## src/rtl/bpw_pkg.sv

```systemverilog
package bpw_pkg;

  typedef enum logic [1:0] {
    K_BYTE = 2'd0,
    K_HALF = 2'd1,
    K_WORD = 2'd2,
    K_BULK = 2'd3
  } bpw_kind_e;

  // window base: address with the offset bits cleared
  function automatic logic [31:0] win_base_f(input logic [31:0] a, input int wb);
    return a & ~((32'd1 << wb) - 32'd1);
  endfunction

  // offset inside the window
  function automatic logic [31:0] win_off_f(input logic [31:0] a, input int wb);
    return a & ((32'd1 << wb) - 32'd1);
  endfunction

  // chunk length limited by remaining bytes, max size and window room
  function automatic logic [31:0] chunk_f(input logic [31:0] rem, input logic [31:0] off,
                                          input logic [31:0] maxc, input logic [31:0] wsize);
    logic [31:0] m;
    m = rem;
    if (m > maxc) m = maxc;
    if (m > wsize - off) m = wsize - off;
    return m;
  endfunction

  function automatic logic [31:0] single_len_f(input bpw_kind_e k);
    case (k)
      K_BYTE:  return 32'd1;
      K_HALF:  return 32'd2;
      default: return 32'd4;
    endcase
  endfunction

endpackage

```

## src/rtl/bpw_win_regs.sv

```systemverilog
module bpw_win_regs #(
  parameter int          N_BYTES = 3,
  parameter logic [31:0] INIT    = 32'hAAAA_AAAA,
  localparam int         IW      = (N_BYTES > 1) ? $clog2(N_BYTES) : 1
) (
  input  logic               clk,
  input  logic               rst_n,
  input  logic [31:0]        target_base,
  input  logic               wr_fire,
  output logic [N_BYTES-1:0] diff,
  output logic               any_diff,
  output logic [IW-1:0]      pick_idx,
  output logic [7:0]         pick_val
);

  logic [8*N_BYTES-1:0] tgt_bytes;
  assign tgt_bytes = target_base[8 +: 8*N_BYTES];

  for (genvar i = 0; i < N_BYTES; i++) begin : g_byte
    logic [7:0] held;
    always_ff @(posedge clk) begin
      if (!rst_n)
        held <= INIT[8*(i+1) +: 8];
      else if (wr_fire && (pick_idx == IW'(i)))
        held <= tgt_bytes[8*i +: 8];
    end
    assign diff[i] = (held != tgt_bytes[8*i +: 8]);
  end

  assign any_diff = |diff;

  // highest differing byte first
  always_comb begin
    pick_idx = '0;
    for (int i = 0; i < N_BYTES; i++)
      if (diff[i]) pick_idx = IW'(i);
  end

  assign pick_val = tgt_bytes[8*pick_idx +: 8];

  AST_WIN_WRITE_NEEDED: assert property (@(posedge clk) disable iff (!rst_n)
    wr_fire |-> any_diff);

endmodule

```

## src/rtl/bpw_chunk_calc.sv

```systemverilog
module bpw_chunk_calc
  import bpw_pkg::*;
#(
  parameter int WIN_BITS  = 15,
  parameter int MAX_CHUNK = 64,
  parameter int LEN_W     = 12,
  parameter int BUS_AW    = 17
) (
  input  logic [31:0]       cur_addr,
  input  logic [LEN_W-1:0]  rem,
  input  bpw_kind_e         kind,
  output logic [LEN_W-1:0]  acc_len,
  output logic [BUS_AW-1:0] acc_addr
);

  localparam logic [31:0] WIN_SIZE = 32'd1 << WIN_BITS;

  logic [31:0] off, len32, flag32, bus32;

  always_comb begin
    off    = win_off_f(cur_addr, WIN_BITS);
    len32  = (kind == K_BULK) ? chunk_f(32'(rem), off, 32'(MAX_CHUNK), WIN_SIZE)
                              : single_len_f(kind);
    flag32 = (kind == K_WORD) ? WIN_SIZE : 32'd0;
    bus32  = off | flag32;
  end

  assign acc_len  = len32[LEN_W-1:0];
  assign acc_addr = bus32[BUS_AW-1:0];

endmodule

```

## src/rtl/bpw_seq.sv

```systemverilog
module bpw_seq
  import bpw_pkg::*;
#(
  parameter int              LEN_W        = 12,
  parameter int              BUS_AW       = 17,
  parameter int              IW           = 2,
  parameter logic [BUS_AW-1:0] WIN_REG_LO = 17'h1000A,
  parameter logic [1:0]      BP_FUNC      = 2'd1
) (
  input  logic              clk,
  input  logic              rst_n,
  input  logic              req_valid,
  output logic              req_ready,
  input  logic [1:0]        req_kind,
  input  logic              req_write,
  input  logic [31:0]       req_addr,
  input  logic [LEN_W-1:0]  req_len,
  input  logic              eng_ready,
  input  logic              any_diff,
  input  logic [IW-1:0]     pick_idx,
  input  logic [7:0]        pick_val,
  input  logic [LEN_W-1:0]  acc_len,
  input  logic [BUS_AW-1:0] acc_addr,
  output logic [31:0]       cur_addr,
  output logic [LEN_W-1:0]  rem,
  output bpw_kind_e         kind,
  output logic              win_fire,
  output logic              acc_fire,
  output logic              eng_valid,
  output logic [1:0]        eng_func,
  output logic [BUS_AW-1:0] eng_addr,
  output logic [LEN_W-1:0]  eng_len,
  output logic              eng_write,
  output logic              eng_win,
  output logic [7:0]        eng_wdata,
  output logic              done,
  output logic              err
);

  typedef enum logic {S_IDLE, S_XFER} st_e;
  st_e  state;
  logic wr;
  logic accept, misaligned, empty_bulk, last_acc;

  assign req_ready  = (state == S_IDLE);
  assign accept     = req_valid && req_ready;
  assign misaligned = (bpw_kind_e'(req_kind) == K_BULK) && (req_addr[1:0] != 2'b00);
  assign empty_bulk = (bpw_kind_e'(req_kind) == K_BULK) && (req_len == '0);

  assign eng_valid = (state == S_XFER);
  assign win_fire  = eng_valid && eng_ready && any_diff;
  assign acc_fire  = eng_valid && eng_ready && !any_diff;
  assign last_acc  = (kind != K_BULK) || (rem == acc_len);

  always_ff @(posedge clk) begin
    if (!rst_n) begin
      state    <= S_IDLE;
      cur_addr <= '0;
      rem      <= '0;
      kind     <= K_BYTE;
      wr       <= 1'b0;
      done     <= 1'b0;
      err      <= 1'b0;
    end else begin
      done <= 1'b0;
      err  <= 1'b0;
      case (state)
        S_IDLE: if (accept) begin
          if (misaligned) err <= 1'b1;
          else if (empty_bulk) done <= 1'b1;
          else begin
            state    <= S_XFER;
            cur_addr <= req_addr;
            rem      <= req_len;
            kind     <= bpw_kind_e'(req_kind);
            wr       <= req_write;
          end
        end
        S_XFER: if (acc_fire) begin
          if (last_acc) begin
            state <= S_IDLE;
            done  <= 1'b1;
          end else begin
            cur_addr <= cur_addr + 32'(acc_len);
            rem      <= rem - acc_len;
          end
        end
        default: state <= S_IDLE;
      endcase
    end
  end

  always_comb begin
    eng_func = BP_FUNC;
    eng_win  = any_diff;
    if (any_diff) begin
      eng_addr  = WIN_REG_LO + BUS_AW'(pick_idx);
      eng_len   = LEN_W'(1);
      eng_write = 1'b1;
      eng_wdata = pick_val;
    end else begin
      eng_addr  = acc_addr;
      eng_len   = acc_len;
      eng_write = wr;
      eng_wdata = 8'h00;
    end
  end

  AST_ERR_QUIET: assert property (@(posedge clk) disable iff (!rst_n)
    err |-> !eng_valid);

  AST_DONE_ERR_EXCL: assert property (@(posedge clk) disable iff (!rst_n)
    !(done && err));

  AST_READY_IDLE: assert property (@(posedge clk) disable iff (!rst_n)
    req_ready |-> !eng_valid);

endmodule

```

## src/rtl/bpw_window_mgr.sv

```systemverilog
module bpw_window_mgr
  import bpw_pkg::*;
#(
  parameter int          WIN_BITS  = 15,
  parameter int          MAX_CHUNK = 64,
  parameter int          LEN_W     = 12,
  parameter logic [31:0] WIN_INIT  = 32'hAAAA_AAAA
) (
  input  logic             clk,
  input  logic             rst_n,
  input  logic             req_valid,
  output logic             req_ready,
  input  logic [1:0]       req_kind,
  input  logic             req_write,
  input  logic [31:0]      req_addr,
  input  logic [LEN_W-1:0] req_len,
  output logic             eng_valid,
  input  logic             eng_ready,
  output logic [1:0]       eng_func,
  output logic [16:0]      eng_addr,
  output logic [LEN_W-1:0] eng_len,
  output logic             eng_write,
  output logic             eng_win,
  output logic [7:0]       eng_wdata,
  output logic             done,
  output logic             err
);

  localparam int          BUS_AW   = 17;
  localparam int          N_BYTES  = (32 - 8) / 8;
  localparam int          IW       = (N_BYTES > 1) ? $clog2(N_BYTES) : 1;
  localparam logic [31:0] WIN_SIZE = 32'd1 << WIN_BITS;

  logic [31:0]        cur_addr;
  logic [LEN_W-1:0]   rem;
  bpw_kind_e          kind;
  logic               win_fire, acc_fire, any_diff;
  logic [N_BYTES-1:0] diff;
  logic [IW-1:0]      pick_idx;
  logic [7:0]         pick_val;
  logic [LEN_W-1:0]   acc_len;
  logic [BUS_AW-1:0]  acc_addr;

  bpw_win_regs #(.N_BYTES(N_BYTES), .INIT(WIN_INIT)) u_regs (
    .clk(clk), .rst_n(rst_n),
    .target_base(win_base_f(cur_addr, WIN_BITS)),
    .wr_fire(win_fire),
    .diff(diff), .any_diff(any_diff),
    .pick_idx(pick_idx), .pick_val(pick_val)
  );

  bpw_chunk_calc #(.WIN_BITS(WIN_BITS), .MAX_CHUNK(MAX_CHUNK), .LEN_W(LEN_W),
                   .BUS_AW(BUS_AW)) u_chunk (
    .cur_addr(cur_addr), .rem(rem), .kind(kind),
    .acc_len(acc_len), .acc_addr(acc_addr)
  );

  bpw_seq #(.LEN_W(LEN_W), .BUS_AW(BUS_AW), .IW(IW)) u_seq (
    .clk(clk), .rst_n(rst_n),
    .req_valid(req_valid), .req_ready(req_ready), .req_kind(req_kind),
    .req_write(req_write), .req_addr(req_addr), .req_len(req_len),
    .eng_ready(eng_ready), .any_diff(any_diff), .pick_idx(pick_idx),
    .pick_val(pick_val), .acc_len(acc_len), .acc_addr(acc_addr),
    .cur_addr(cur_addr), .rem(rem), .kind(kind),
    .win_fire(win_fire), .acc_fire(acc_fire),
    .eng_valid(eng_valid), .eng_func(eng_func), .eng_addr(eng_addr),
    .eng_len(eng_len), .eng_write(eng_write), .eng_win(eng_win),
    .eng_wdata(eng_wdata), .done(done), .err(err)
  );

  AST_STALL_STABLE: assert property (@(posedge clk) disable iff (!rst_n)
    (eng_valid && !eng_ready) |=> (eng_valid && $stable(eng_addr) && $stable(eng_len)
                                   && $stable(eng_win) && $stable(eng_wdata)
                                   && $stable(eng_write)));

  AST_CHUNK_MAX: assert property (@(posedge clk) disable iff (!rst_n)
    (eng_valid && !eng_win) |-> (eng_len != '0 && 32'(eng_len) <= 32'(MAX_CHUNK)));

  AST_NO_CROSS: assert property (@(posedge clk) disable iff (!rst_n)
    (eng_valid && !eng_win) |->
      (32'(eng_addr[WIN_BITS-1:0]) + 32'(eng_len) <= WIN_SIZE));

  AST_WIN_ONE_BYTE: assert property (@(posedge clk) disable iff (!rst_n)
    (eng_valid && eng_win) |-> (eng_len == LEN_W'(1) && eng_write));

endmodule

```

## config.mk

```make
export PLATFORM = sky130hd
export DESIGN_NAME = bpw_window_mgr
export DESIGN_NICKNAME = d
export VERILOG_FILES = /design/src/rtl/bpw_pkg.sv /design/src/rtl/bpw_win_regs.sv /design/src/rtl/bpw_chunk_calc.sv /design/src/rtl/bpw_seq.sv /design/src/rtl/bpw_window_mgr.sv
export SDC_FILE = /design/constraint.sdc
export NUM_CORES = 1
export LEC_CHECK = 0
export ABC_AREA = 1
export BUFFER_PORTS_ARGS = -buffer_cell sky130_fd_sc_hd__buf_4
export CAP_MARGIN = 10
export CORE_MARGIN = 1
export CORE_UTILIZATION = 63
export CTS_BUF_LIST = sky130_fd_sc_hd__clkbuf_4 sky130_fd_sc_hd__clkbuf_8
export DETAILED_ROUTE_END_ITERATION = 7
export PLACE_DENSITY = 0.87
export SYNTH_ARGS = -nofsm -noshare
export SYNTH_HDL_FRONTEND = slang
export SYNTH_SLANG_ARGS = --single-unit
```

## constraint.sdc

```tcl
create_clock -name clk -period 13.5 [get_ports clk]
set_input_delay 2.7 -clock clk [delete_from_list [all_inputs] [get_ports clk]]
set_output_delay 2.7 -clock clk [all_outputs]
set_load 0.02 [all_outputs]
```

### Word-level counts from Yosys, hierarchy flattened

Index checks and enable logic that the tools add are counted.

| storage, ports and cells | value |
|---|---|
| register bits | 70 |

| cells by class | value |
|---|---|
| reductions and logical operators | 19 |
| multiplexer cells | 36 |
| $lt $le $gt $ge | 2 |
| bitwise gates (word level) | 6 |
| add/sub/neg operators | 4 |
| shifts and indexed selects | 1 |
| eq/ne operators | 16 |

Operators with widths:

| cell | count |
|---|---|
| $mux W32 | 5 |
| $mux W12 | 9 |
| $pmux W32 S2 | 1 |
| $add A32 B12 Y32 | 1 |
| $gt A12 B32 Y1 | 1 |
| $pmux W12 S2 | 1 |
| $shiftx A24 B6 Y8 | 1 |
| $add A17 B2 Y17 const A | 1 |
| $mux W17 | 1 |
| $or A15 B17 Y17 | 1 |
| $sub A16 B15 Y17 const A | 1 |
| $mux W16 | 1 |
| $ne A8 B8 Y1 | 2 |
| $mux W1 | 13 |
| $eq A12 B12 Y1 | 1 |
| $gt A12 B7 Y1 const B | 1 |
| $logic_not A12 Y1 | 1 |
| $ne A2 B2 Y1 const B | 6 |
| $sub A12 B12 Y12 | 1 |
| $logic_and A1 B1 Y1 | 9 |
| $eq A2 B2 Y1 const B | 4 |
| $mux W8 | 1 |
| $pmux W3 S2 | 1 |
| $reduce_or A3 Y1 | 2 |
| other kinds (11) | 18 |

### Longest topological paths before layout

Gate-level depths: netlist of run 1.

| logic depth | value |
|---|---|
| word-level depth | 10 |
| mapped depth | 41 |
| gate-level depth less buffers | 41 |

### Hierarchy

Synthesis of run 1 repeated with hierarchy kept, for this count alone.

| unflattened totals | value |
|---|---|
| cells, all modules | 1284 |
| area total of the unflattened synthesis | 7468.4 sq um |

By module, submodules not included:

| module | cells an instance | sequential area each (sq um) | instances | area an instance (sq um) |
|---|---|---|---|---|
| bpw_seq | 804 | 1001.0 | 1 | 4674.5 |
| bpw_win_regs | 281 | 480.5 | 1 | 1686.6 |
| bpw_chunk_calc | 198 | 0.0 | 1 | 1103.6 |
| bpw_window_mgr | 1 | 0.0 | 1 | 3.8 |

### Least setup slack after synthesis of run 1

Ideal clock, no wire load.

| timing path | value |
|---|---|
| path type | register -> output |
| start point | reg u_seq.cur_addr[1] |
| end point | out eng_len[2] |
| required time | 10.800 ns |
| stages on the path, launching flop included | 26 |
| data arrival time | 3.100 ns |
| path slack | 7.700 ns |
| buffers on the path | 0 |
| cells stage by stage | dfxtp_1 inv_1 ha_1 inv_1 nor2_4 inv_1 nor2_1 inv_1 nor2_1 a21oi_1 a21oi_1 inv_1 ha_1 nand2_1 inv_1 nand2_1 inv_1 nand2_1 nand2_1 inv_1 nand3_2 nor2_8 inv_1 o21ai_0 a21oi_1 nor3_1 |

| on the way | value |
|---|---|
| word-level cells in the longest chain between the ends | 5 |

RTL lines:

| what | RTL line | RTL |
|---|---|---|
| start, declared | bpw_seq.sv:24 | `output logic [31:0] cur_addr,` |
| start signal, assigned | bpw_seq.sv:73 | `cur_addr <= req_addr;` |
| start signal, assigned | bpw_seq.sv:84 | `cur_addr <= cur_addr + 32'(acc_len);` |
| $sub A16 B15 Y17 (*) | bpw_pkg.sv:26 | `if (m > wsize - off) m = wsize - off;` |
| $gt A12 B32 Y1 | bpw_pkg.sv:26 |  |
| $mux W12 (*) | bpw_pkg.sv:26 |  |
| $mux W12 (*) | bpw_chunk_calc.sv:22 | `len32 = (kind == K_BULK) ? chunk_f(32'(rem), off, 32'(MAX_CHUNK), WIN_SIZE)` |
| $mux W12 (*) | bpw_seq.sv:96 | `if (any_diff) begin` |
| end, declared | bpw_window_mgr.sv:21 | `output logic [LEN_W-1:0] eng_len,` |

Every way passes the cells marked *; elsewhere a longest branch is shown, timed or not.

### Final worst setup path of run 1

| timing path | value |
|---|---|
| start point | reg u_seq.rem[11] |
| end point | out eng_len[9] |

| on the way | value |
|---|---|
| word-level cells in the longest chain between the ends | 6 |

RTL lines:

| what | RTL line | RTL |
|---|---|---|
| start, declared | bpw_seq.sv:25 | `output logic [LEN_W-1:0] rem,` |
| start signal, assigned | bpw_seq.sv:74 | `rem <= req_len;` |
| start signal, assigned | bpw_seq.sv:85 | `rem <= rem - acc_len;` |
| $gt A12 B7 Y1 | bpw_pkg.sv:25 | `if (m > maxc) m = maxc;` |
| $mux W12 (*) | bpw_pkg.sv:25 |  |
| $gt A12 B32 Y1 | bpw_pkg.sv:26 |  |
| $mux W12 (*) | bpw_pkg.sv:26 |  |
| $mux W12 (*) | bpw_chunk_calc.sv:22 |  |
| $mux W12 (*) | bpw_seq.sv:96 |  |

Marked as above.

==> results of run 1 <==
through the flow:
stage               cell area (sq um)  instances  hold slack, ps
floorplan                        6240       1050             441
global placement                 6910       1234             454
detailed placement               6910       1234             472
CTS                              7120       1250             484
global route                     7120       1250             503
finish                           7120       1250             483
kinds of logic (layout without fill, tap and decap cells):
logic type | after synthesis | in the layout
fa+ha+maj | 38 | 38
xor+xnor | 36 | 36
simple gates | 562 | 562
buf+inv | 175 | 246
compound gates | 162 | 162
other cells | 2 | 7
mux | 2 | 2
flops | 68 | 68
worst paths after layout:
check | start | end | slack (ps) | depth (start not counted)
hold reg to reg | u_regs.g_byte[1].held[2]$_SDFFE_PN0P_ | u_regs.g_byte[1].held[2]$_SDFFE_PN0P_ | 480 | 2
setup reg to reg | u_seq.rem[11]$_SDFFE_PN0P_ | u_seq.cur_addr[8]$_SDFFE_PN0P_ | 7160 | 29
setup / recovery | u_seq.rem[11]$_SDFFE_PN0P_ | eng_len[9] | 6680 | 21
hold / removal | u_regs.g_byte[1].held[2]$_SDFFE_PN0P_ | u_regs.g_byte[1].held[2]$_SDFFE_PN0P_ | 480 | 2
area by class of cell:
| type | count | area [sq um] | share of cell area, % |
|---|---|---|---|
| clock buffers | 11 | 145 | 2.04 |
| well taps | 129 | 161 | 2.27 |
| inverters | 135 | 507 | 7.12 |
| clock inverters | 5 | 61.3 | 0.861 |
| repair buffers | 95 | 713 | 10.0 |
| multi-input cells | 807 | 4170 | 58.6 |
| flip-flops and latches | 68 | 1360 | 19.1 |
routing by layer:
| layer | vias to the layer above | GRT usage, % |
|---|---|---|
| met5 | - | 0 |
| met4 | 0 | 16.7 |
| met3 | 57 | 6.14 |
| met2 | 377 | 57.9 |
| met1 | 3145 | 52.7 |
| li1 | 3490 | - |
power groups by stage:
stage	registers [mW]	logic, mW	clock network, mW
after detailed placement	0.244	0.254	0
after global routing	0.242	0.293	0.188
after CTS	0.239	0.256	0.180
after global placement	0.243	0.251	0
final	0.240	0.263	0.181
after floorplan	0.236	0.195	0
registers in the layout, indices dropped and copies added (netlist names):
| signal | count |
|---|---|
| u_seq.kind | 2 |
| u_regs.g_byte.held | 18 |
| u_seq.eng_valid | 1 |
| u_seq.cur_addr | 32 |
| u_seq.rem | 12 |
| u_seq.done | 1 |
| u_seq.wr | 1 |
| u_seq.err | 1 |
worst max-delay path: stages, from the launching register on:
cell	delay (ps)
dfxtp_1	330
or2_2	300
nor4_1	630
nand2_1	320
nor2_1	230
ha_1	260
nand2_1	70
inv_1	50
nand3_1	90
nor2_1	50
nand2_1	50
nand2_1	50
inv_1	60
nand3_2	110
nor2_8	190
inv_1	140
nor2_1	180
inv_1	100
nor2_1	170
inv_1	80
nor2_1	110
buf_4	180
cells in the final DEF, fill, tap and decap left out, types with 33 or more instances in the layout:
cell type,n
nand3_1,50
o21ai_0,50
xor2_1,33
ha_1,36
buf_4,95
a21oi_1,61
inv_1,126
dfxtp_1,68
nor2_1,178
nand2_1,261
==> flow_summary_export.csv, run 1 <==
group,metric,value,unit
placement,port_buffers,93,
die,die_x,101,microns
die,fp-row-count,35,
yosys,synth-edff-count,0,
clock_tree,htreeDepth,3,
yosys,synthTopCellsByCount,"261 x nand2_1, 178 x nor2_1, 126 x inv_1, 68 x dfxtp_1, 61 x a21oi_1",
timing,worst_slew_pin_slew,1110,ps
power_and_ir_drop,pwr-share-comb,38.5,%
clock_tree,cts.path.max_buffers,2,
timing,hold_viol,0,
timing,finalSetupViolations,0,
clock_tree,postCtsHoldBufs,0,
yosys,netlist.area_leader.share,21.9,%
timing,min_period,6820,ps
timing,tns,0,ps
yosys,async_flop_share,0,%
power_and_ir_drop,power.share.clock,26.5,%
timing,drv_slew,0,
yosys,synthSimpleGateAreaFrac,38.4,%
clock_tree,post_cts_buffers,0,
clock_tree,clock-sinks,68,
global_route,gr-total-overflow,0,
clock_tree,cts_tree,"built",
power_and_ir_drop,pwr-share-seq,35.0,%
yosys,synthXorXnorAreaFrac,5.07,%
yosys,synth.most_common_cell,"nand2_1",
global_route,antenna_found_initial,0,
clock_tree,root_buffer,"clkbuf_8",
finish,area_delta_synth_final,14.5,%
setup_path,startpoint_type,"flop",
timing,maxSlewHeadroom,25.2,%
timing,fin_skew,8.77,ps
timing,worst_slack,6680,ps
power_and_ir_drop,peakVddDrop,0.0000912,V
power_and_ir_drop,leakage,3.67,nW
power_and_ir_drop,finalPower,0.685,mW
yosys,ys_types,44,
drt,wl_per_cell,15.2,microns
clock_tree,clk_pin_slew,80,ps
setup_path,critPathMaxFanout,10,
power_and_ir_drop,sw_frac_of_total,40.7,%
yosys,synth_flop_cell,"dfxtp_1",
global_route,track_usage,38.0,%
die,die_area,0.0103,sq mm
drt,top_layer_used,"met4",
power_and_ir_drop,cellPowerDensity,96.2,mW/mm^2
outcome,status,"finished, final reports clean",
finish,nets,1205,
die,start_util,66.0,%
die,core_area,0.00942,sq mm
finish,antennaDiodeCount,0,
yosys,netlist_area,0.00622,sq mm
drt,met2_length,8.14,mm
die,pin_count,96,
drt,drt-met1-wl,8.39,mm
drt,drtIter0Drc,623,
timing,fin_crit_sh,50.5,%
flow_run,drv_cap,0,
setup_path,critPathArrivalTime,4120,ps
drt,antenna_left,0,
finish,layout-drive-gt1-share,12.3,%
yosys,ys_ff_latch,68,
yosys,synth-compound-area-share,14.9,%
finish,nFillCells,802,
finish,utilization,75.6,%
global_route,grt_pass1_wl,30.3,mm
yosys,synth_area_leaders,"dfxtp_1 22%, nand2_1 16%, nor2_1 11%",
placement,dpl.hpwl,14.1,mm
global_route,grt_pass1_vias,6263,
drt,drc,0,
drt,via_per_inst,5.66,
drt,routed_wl,19.1,mm
yosys,synth_top_area_cell,"dfxtp_1",
global_route,grt_max_degree,58,
setup_path,cp.required,10800,ps
placement,place.gp.congestion,1.01,
yosys,synth_top_family_by_area,"simple AND/OR/NAND/NOR gates",
placement,pre_cts_ws,7270,ps
yosys,yosysWarnings,0,
hold_path,holdCritPathClass,"flop to flop",
drt,dr_wl_met3,1.85,mm
yosys,yosysSeqAreaShare,21.9,%
timing,fmax,147,MHz
clock_tree,clock_latency,360,ps
yosys,synth_adder_area_share,7.89,%
die,die_h,101,microns
setup_path,path_class,"flop to output pin",
power_and_ir_drop,cellInternalPower,0.406,mW
drt,first_pass_iters,6,
yosys,netlist_instances,1045,
power_and_ir_drop,switchingPower,0.279,mW
yosys,syn_area_per_cell,5.95,sq um
timing,rsz0062_at_grt,"no",
setup_path,endpoint_kind,"output pin",
drt,routed-via-count,7069,
clock_tree,cts-resized-gates,0,
yosys,synth.area.mux_share,0.322,%
clock_tree,cts-buffers-inserted,9,
No activity file was read; power rests on OpenSTA's default activity.
==> run 2, diff against run 1 <==
--- a/config.mk
+++ b/config.mk
@@ -9,10 +9,10 @@
 export BUFFER_PORTS_ARGS = -buffer_cell sky130_fd_sc_hd__buf_4
 export CAP_MARGIN = 10
 export CORE_MARGIN = 1
-export CORE_UTILIZATION = 63
+export CORE_UTILIZATION = 60
 export CTS_BUF_LIST = sky130_fd_sc_hd__clkbuf_4 sky130_fd_sc_hd__clkbuf_8
 export DETAILED_ROUTE_END_ITERATION = 7
-export PLACE_DENSITY = 0.87
+export PLACE_DENSITY = 0.84
 export SYNTH_ARGS = -nofsm -noshare
 export SYNTH_HDL_FRONTEND = slang
 export SYNTH_SLANG_ARGS = --single-unit
==> constraint.sdc (replaced) <==
create_clock -name clk -period 6.3 [get_ports clk]
set_input_delay 1.26 -clock clk [delete_from_list [all_inputs] [get_ports clk]]
set_output_delay 1.26 -clock clk [all_outputs]
set_load 0.02 [all_outputs]
==> run 2 against run 1 <==
Final cell count increased by 0.72%. Worst setup slack got worse by 6000 ps. Highest routed layer unchanged. Global-route usage decreased by 1.1 points. Clock-buffer cell count shrank 2.
==> flow_summary_export.csv, run 2 (synthesis gave the netlist of run 1 again) <==
group,metric,value,unit
timing,drv_slew,0,
timing,fin_skew,14.6,ps
finish,mostFrequentLayoutCell,"nand2_1",
hold_path,hp-start,"u_regs.g_byte[0].held[5]$_SDFFE_PN1P_",
clock_tree,cts_tree,"built",
clock_tree,cts-buffers-inserted,9,
setup_path,rr_endpoint,"u_seq.cur_addr[26]$_SDFFE_PN0P_",
setup_path,critPathArrivalTime,5890,ps
placement,dp.cells,1244,
finish,antennaDiodeCount,0,
setup_path,rr_startpoint,"u_seq.cur_addr[0]$_SDFFE_PN0P_",
clock_tree,cts.path.max_buffers,2,
placement,port_buffers,93,
drt,wl_per_cell,15.5,microns
placement,dpl.hpwl,14.7,mm
finish,nets,1211,
timing,worst_slack,672,ps
power_and_ir_drop,finalPower,1.50,mW
timing,rsz0062_at_grt,"no",
placement,place.gp.congestion,1.02,
timing,worst_slew_pin_slew,799,ps
timing,hold_viol,0,
drt,via_per_inst,5.54,
finish,largest_register,"u_seq.cur_addr",
setup_path,endpoint_kind,"flop",
timing,finalSetupViolations,0,
drt,drtIter0Drc,688,
placement,pre_cts_ws,626,ps
finish,largest_reg_flops,32,
hold_path,min_to,"u_regs.g_byte[0].held[5]$_SDFFE_PN1P_",
timing,min_period,5630,ps
flow_run,drv_cap,0,
setup_path,startpoint_type,"flop",
drt,antenna_left,0,
die,start_util,62.7,%
setup_path,reg2regPathDepth,41,
die,die_area,0.0108,sq mm
clock_tree,root_buffer,"clkbuf_8",
timing,fin_crit_sh,89.3,%
setup_path,path_class,"flop to flop",
global_route,grt_max_degree,58,
finish,final_cell_mix,"261 x nand2_1, 178 x nor2_1, 126 x inv_1",
global_route,grt_pass1_wl,31.6,mm
hold_path,worstHoldPathCells,2,
setup_path,worst_path_max_delay_cell,"fa_1",
finish,utilization,72.4,%
setup_path,cp_slowest_stage_delay,410,ps
outcome,status,"finished, final reports clean",
die,pin_count,96,
global_route,track_usage,36.9,%
clock_tree,clock-sinks,68,
die,die_x,104,microns
timing,maxSlewHeadroom,46.3,%
global_route,grt_pass1_vias,6203,
setup_path,regToRegSetupSlack,670,ps
power_and_ir_drop,cellPowerDensity,209,mW/mm^2
power_and_ir_drop,leakage,3.71,nW
setup_path,cp.required,6560,ps
timing,fmax,178,MHz
hold_path,holdCritPathClass,"flop to flop",
drt,drc,0,
global_route,antenna_found_initial,0,
power_and_ir_drop,peakVddDrop,0.000146,V
finish,stdcell_count,1259,
clock_tree,post_cts_buffers,0,
die,die_h,104,microns
die,core_area,0.00991,sq mm
clock_tree,clock_latency,370,ps
timing,tns,0,ps
finish,layout-drive-gt1-share,12.7,%
drt,routed_wl,19.6,mm
clock_tree,clk_pin_slew,90,ps
global_route,gr-total-overflow,0,
drt,routed-via-count,6978,
clock_tree,htreeDepth,3,
finish,area_delta_synth_final,15.4,%
finish,reg_top3,"u_seq.cur_addr x32, u_regs.g_byte.held x18, u_seq.rem x12",
drt,first_pass_iters,7,
setup_path,critPathMaxFanout,10,
die,fp-row-count,36,
-- run 2: changes by cell type in the layout (fill, tap and decap cells not counted), sizes merged --
cell | before | now
buf | 95 | 101
bufinv | 1 | 2
clkbuf | 11 | 9
clkinvlp | 3 | 2
inv | 132 | 133
-- run 2: worst max-delay path by stage --
stage,startpoint,to,slack [ps]
2_1_floorplan,u_seq.cur_addr[1]$_SDFFE_PN0P_,u_seq.cur_addr[26]$_SDFFE_PN0P_,1510
4_1_cts,u_seq.cur_addr[1]$_SDFFE_PN0P_,u_seq.cur_addr[26]$_SDFFE_PN0P_,600
5_1_grt,u_seq.cur_addr[0]$_SDFFE_PN0P_,u_seq.cur_addr[21]$_SDFFE_PN0P_,60
3_5_place_dp,u_seq.cur_addr[0]$_SDFFE_PN0P_,u_seq.cur_addr[26]$_SDFFE_PN0P_,630
3_3_place_gp,u_seq.cur_addr[0]$_SDFFE_PN0P_,u_seq.cur_addr[26]$_SDFFE_PN0P_,690
6_report,u_seq.cur_addr[0]$_SDFFE_PN0P_,u_seq.cur_addr[26]$_SDFFE_PN0P_,670
-- run 2: area by class of cell --
class | count | area [sq um]
Inverter | 135 | 507
Multi-Input combinational cell | 807 | 4170
Fill cell | 936 | 2730
Sequential cell | 68 | 1360
Timing Repair Buffer | 101 | 758
Clock buffer | 9 | 124
Tap cell | 133 | 166
Clock inverter | 6 | 88.8
-- run 2: per-stage QoR --
step           hold slack, ps  area [sq um]
2_1_floorplan             441          6240
3_3_place_gp              463          6960
3_5_place_dp              464          6960
4_1_cts                   478          7180
5_1_grt                   514          7180
6_report                  478          7180
-- run 2: timing repair --
action,4_1_cts,5_1_grt
hold endpoints to repair,0,0
hold buffers,0,0
gates resized for setup,0,1
endpoints found under the setup margin,0,3
-- run 2: layer usage --
layer	global-route usage [%]	routed length [microns]	up-vias
li1	-	-	3502
met1	55.0	9020	3076
met2	53.4	8040	356
met3	4.91	1950	44
met4	14.0	557	0
met5	0	0	-
-- run 2: worst max-delay path, delay by kind of cell, from the launching register on --
kind | cells | cell delay, ps
buf+inv | 11 | 840
flops | 1 | 380
xor+xnor | 1 | 170
compound gates | 4 | 620
simple gates | 21 | 2370
fa+ha+maj | 4 | 1120
-- run 2: power by group --
group | switching (mW) | internal, mW | total [mW]
Clock | 0.195 | 0.221 | 0.416
Combinational | 0.360 | 0.208 | 0.568
Sequential | 0.0470 | 0.465 | 0.512
==> run 3, diff against run 2 <==
--- a/config.mk
+++ b/config.mk
@@ -9,10 +9,11 @@
 export BUFFER_PORTS_ARGS = -buffer_cell sky130_fd_sc_hd__buf_4
 export CAP_MARGIN = 10
 export CORE_MARGIN = 1
-export CORE_UTILIZATION = 60
+export CORE_UTILIZATION = 61
 export CTS_BUF_LIST = sky130_fd_sc_hd__clkbuf_4 sky130_fd_sc_hd__clkbuf_8
 export DETAILED_ROUTE_END_ITERATION = 7
-export PLACE_DENSITY = 0.84
+export PLACE_DENSITY = 0.83
 export SYNTH_ARGS = -nofsm -noshare
 export SYNTH_HDL_FRONTEND = slang
+export SYNTH_HIERARCHICAL = 1
 export SYNTH_SLANG_ARGS = --single-unit
==> constraint.sdc (replaced) <==
create_clock -name clk -period 6.25 [get_ports clk]
set_input_delay 1.25 -clock clk [delete_from_list [all_inputs] [get_ports clk]]
set_output_delay 1.25 -clock clk [all_outputs]
set_load 0.02 [all_outputs]
==> run 3 against run 2 <==
Clock-buffer cell count increased by 1. Power down 4.0%. Via count grew 17%. The flow now finishes with violations (design-rule violations). First-iteration DRC count is 27% higher. Clock power fell by 10%.
==> flow_summary_export.csv, run 3 <==
group,metric,value,unit
outcome,status,"finished, violations left",
outcome,violations,"design-rule violations",
clock_tree,postCtsHoldBufs,0,
clock_tree,clock-sinks,74,
power_and_ir_drop,cellInternalPower,0.877,mW
die,die_x,113,microns
finish,multi_input_area,0.00503,sq mm
drt,routed_wl,21.2,mm
clock_tree,root_buffer,"clkbuf_8",
clock_tree,cts.path.max_buffers,2,
die,fp-row-count,40,
setup_path,path_class,"flop to output pin",
drt,wl_per_cell,14.0,microns
timing,tns,0,ps
finish,final_cell_mix,"376 x nand2_1, 177 x inv_1, 171 x nor2_1",
finish,area_delta_synth_final,11.2,%
clock_tree,cts-resized-gates,0,
power_and_ir_drop,switchingPower,0.560,mW
timing,min_period,4960,ps
finish,mostFrequentLayoutCell,"nand2_1",
clock_tree,htreeDepth,3,
finish,largest_register,"u_seq/cur_addr",
timing,maxSlewHeadroom,27.8,%
placement,dpl.hpwl,16.3,mm
drt,antenna_left,0,
global_route,grt_pass1_wl,35.6,mm
setup_path,endpoint_kind,"output pin",
power_and_ir_drop,sw_frac_of_total,39.0,%
die,die_area,0.0127,sq mm
yosys,syn_area_per_cell,5.82,sq um
finish,reg_top3,"u_seq/cur_addr x32, u_regs/g_byte.held x24, u_seq/rem x12",
power_and_ir_drop,power.share.clock,26.0,%
power_and_ir_drop,pwr-share-seq,39.2,%
timing,fmax,202,MHz
clock_tree,post_cts_buffers,0,
timing,fin_crit_sh,79.4,%
clock_tree,clock_latency,360,ps
timing,worst_slew_pin_slew,1080,ps
power_and_ir_drop,cellPowerDensity,173,mW/mm^2
setup_path,critPathArrivalTime,3710,ps
setup_path,critPathMaxFanout,7,
yosys,netlist_area,0.00746,sq mm
finish,largest_reg_flops,32,
global_route,antenna_found_initial,0,
timing,finalSetupViolations,0,
placement,place.gp.congestion,0.975,
clock_tree,cts_tree,"built",
finish,utilization,69.4,%
global_route,grt_pass1_vias,7287,
drt,drtIter0Drc,874,
die,core_area,0.0120,sq mm
finish,layout-drive-gt1-share,13.8,%
clock_tree,clk_pin_slew,80,ps
setup_path,startpoint_type,"flop",
finish,nFillCells,1170,
die,die_h,113,microns
finish,nets,1450,
global_route,track_usage,34.8,%
flow_run,drv_cap,0,
drt,via_per_inst,5.39,
power_and_ir_drop,leakage,4.05,nW
timing,worst_slack,1290,ps
timing,rsz0062_at_grt,"no",
setup_path,cp.required,5000,ps
timing,drv_slew,0,
drt,routed-via-count,8157,
die,pin_count,96,
power_and_ir_drop,pwr-share-comb,34.9,%
finish,regArea,0.00148,sq mm
global_route,grt_max_degree,54,
timing,worst_hold_slack,461,ps
clock_tree,cts-buffers-inserted,9,
placement,pre_cts_ws,1520,ps
timing,hold_viol,0,
global_route,gr-total-overflow,0,
power_and_ir_drop,peakVddDrop,0.000172,V
drt,drc,1,
drt,first_pass_iters,8,
timing,fin_skew,11.1,ps
yosys,netlist_instances,1283,
hold_path,holdCritPathClass,"flop to flop",
yosys,yosysWarnings,6,
finish,antennaDiodeCount,0,
placement,port_buffers,93,
die,start_util,62.4,%
## run 3: layout make-up
cell class	instances	share of cell area [%]
Multi-Input combinational cell	998	60.6
Timing Repair Buffer	97	8.78
Inverter	181	8.28
Clock buffer	10	1.58
Tap cell	147	2.22
Sequential cell	74	17.9
Clock inverter	5	0.679
## run 3: worst paths after layout
kind                                  startpoint                              end  slack [ps]  depth (start not counted)
hold / removal             u_seq/wr$_SDFFE_PN0P_            u_seq/wr$_SDFFE_PN0P_         460                          2
hold reg to reg            u_seq/wr$_SDFFE_PN0P_            u_seq/wr$_SDFFE_PN0P_         460                          2
setup reg to reg  u_seq/cur_addr[0]$_SDFFE_PN0P_  u_seq/cur_addr[14]$_SDFFE_PN0P_        1440                         30
setup / recovery  u_seq/cur_addr[0]$_SDFFE_PN0P_                      eng_len[11]        1290                         18
## run 3: per-layer routing
| layer | GRT usage [%] | up-vias | share of wire, % |
|---|---|---|---|
| li1 | - | 4150 | - |
| met1 | 49.0 | 3630 | 46 |
| met5 | 0 | - | 0 |
| met2 | 55.2 | 344 | 44 |
| met4 | 8.18 | 0 | 1.7 |
| met3 | 6.10 | 33 | 9.0 |
## run 3: through the flow
stage | area, sq um | total power, mW | cells
2_1_floorplan | 7560 | 0.946 | 1308
3_3_place_gp | 8110 | 1.06 | 1497
3_5_place_dp | 8110 | 1.06 | 1497
4_1_cts | 8300 | 1.43 | 1512
5_1_grt | 8300 | 1.54 | 1512
6_report | 8300 | 1.44 | 1512
## run 3: worst max-delay path, stage by stage (launching register included)
cell and delay [ps]:
dfxtp_1 440, inv_1 150, ha_1 200, nand2_2 120
nor2_2 170, nand2_1 90, o21ai_0 130, o21ai_0 140
ha_1 310, nand2_1 70, nor2_1 60, nand3_1 70
nand3_1 120, nor2_4 180, nand4_1 210, nor2_1 540
inv_1 90, nor2_1 100, buf_4 140
## run 3: power groups by stage
stage / logic, mW / clock network (mW) / registers [mW]
2_1_floorplan: 0.397 / 0 / 0.549
3_3_place_gp: 0.485 / 0 / 0.572
3_5_place_dp: 0.489 / 0 / 0.573
4_1_cts: 0.493 / 0.378 / 0.562
5_1_grt: 0.570 / 0.400 / 0.569
6_report: 0.501 / 0.373 / 0.563
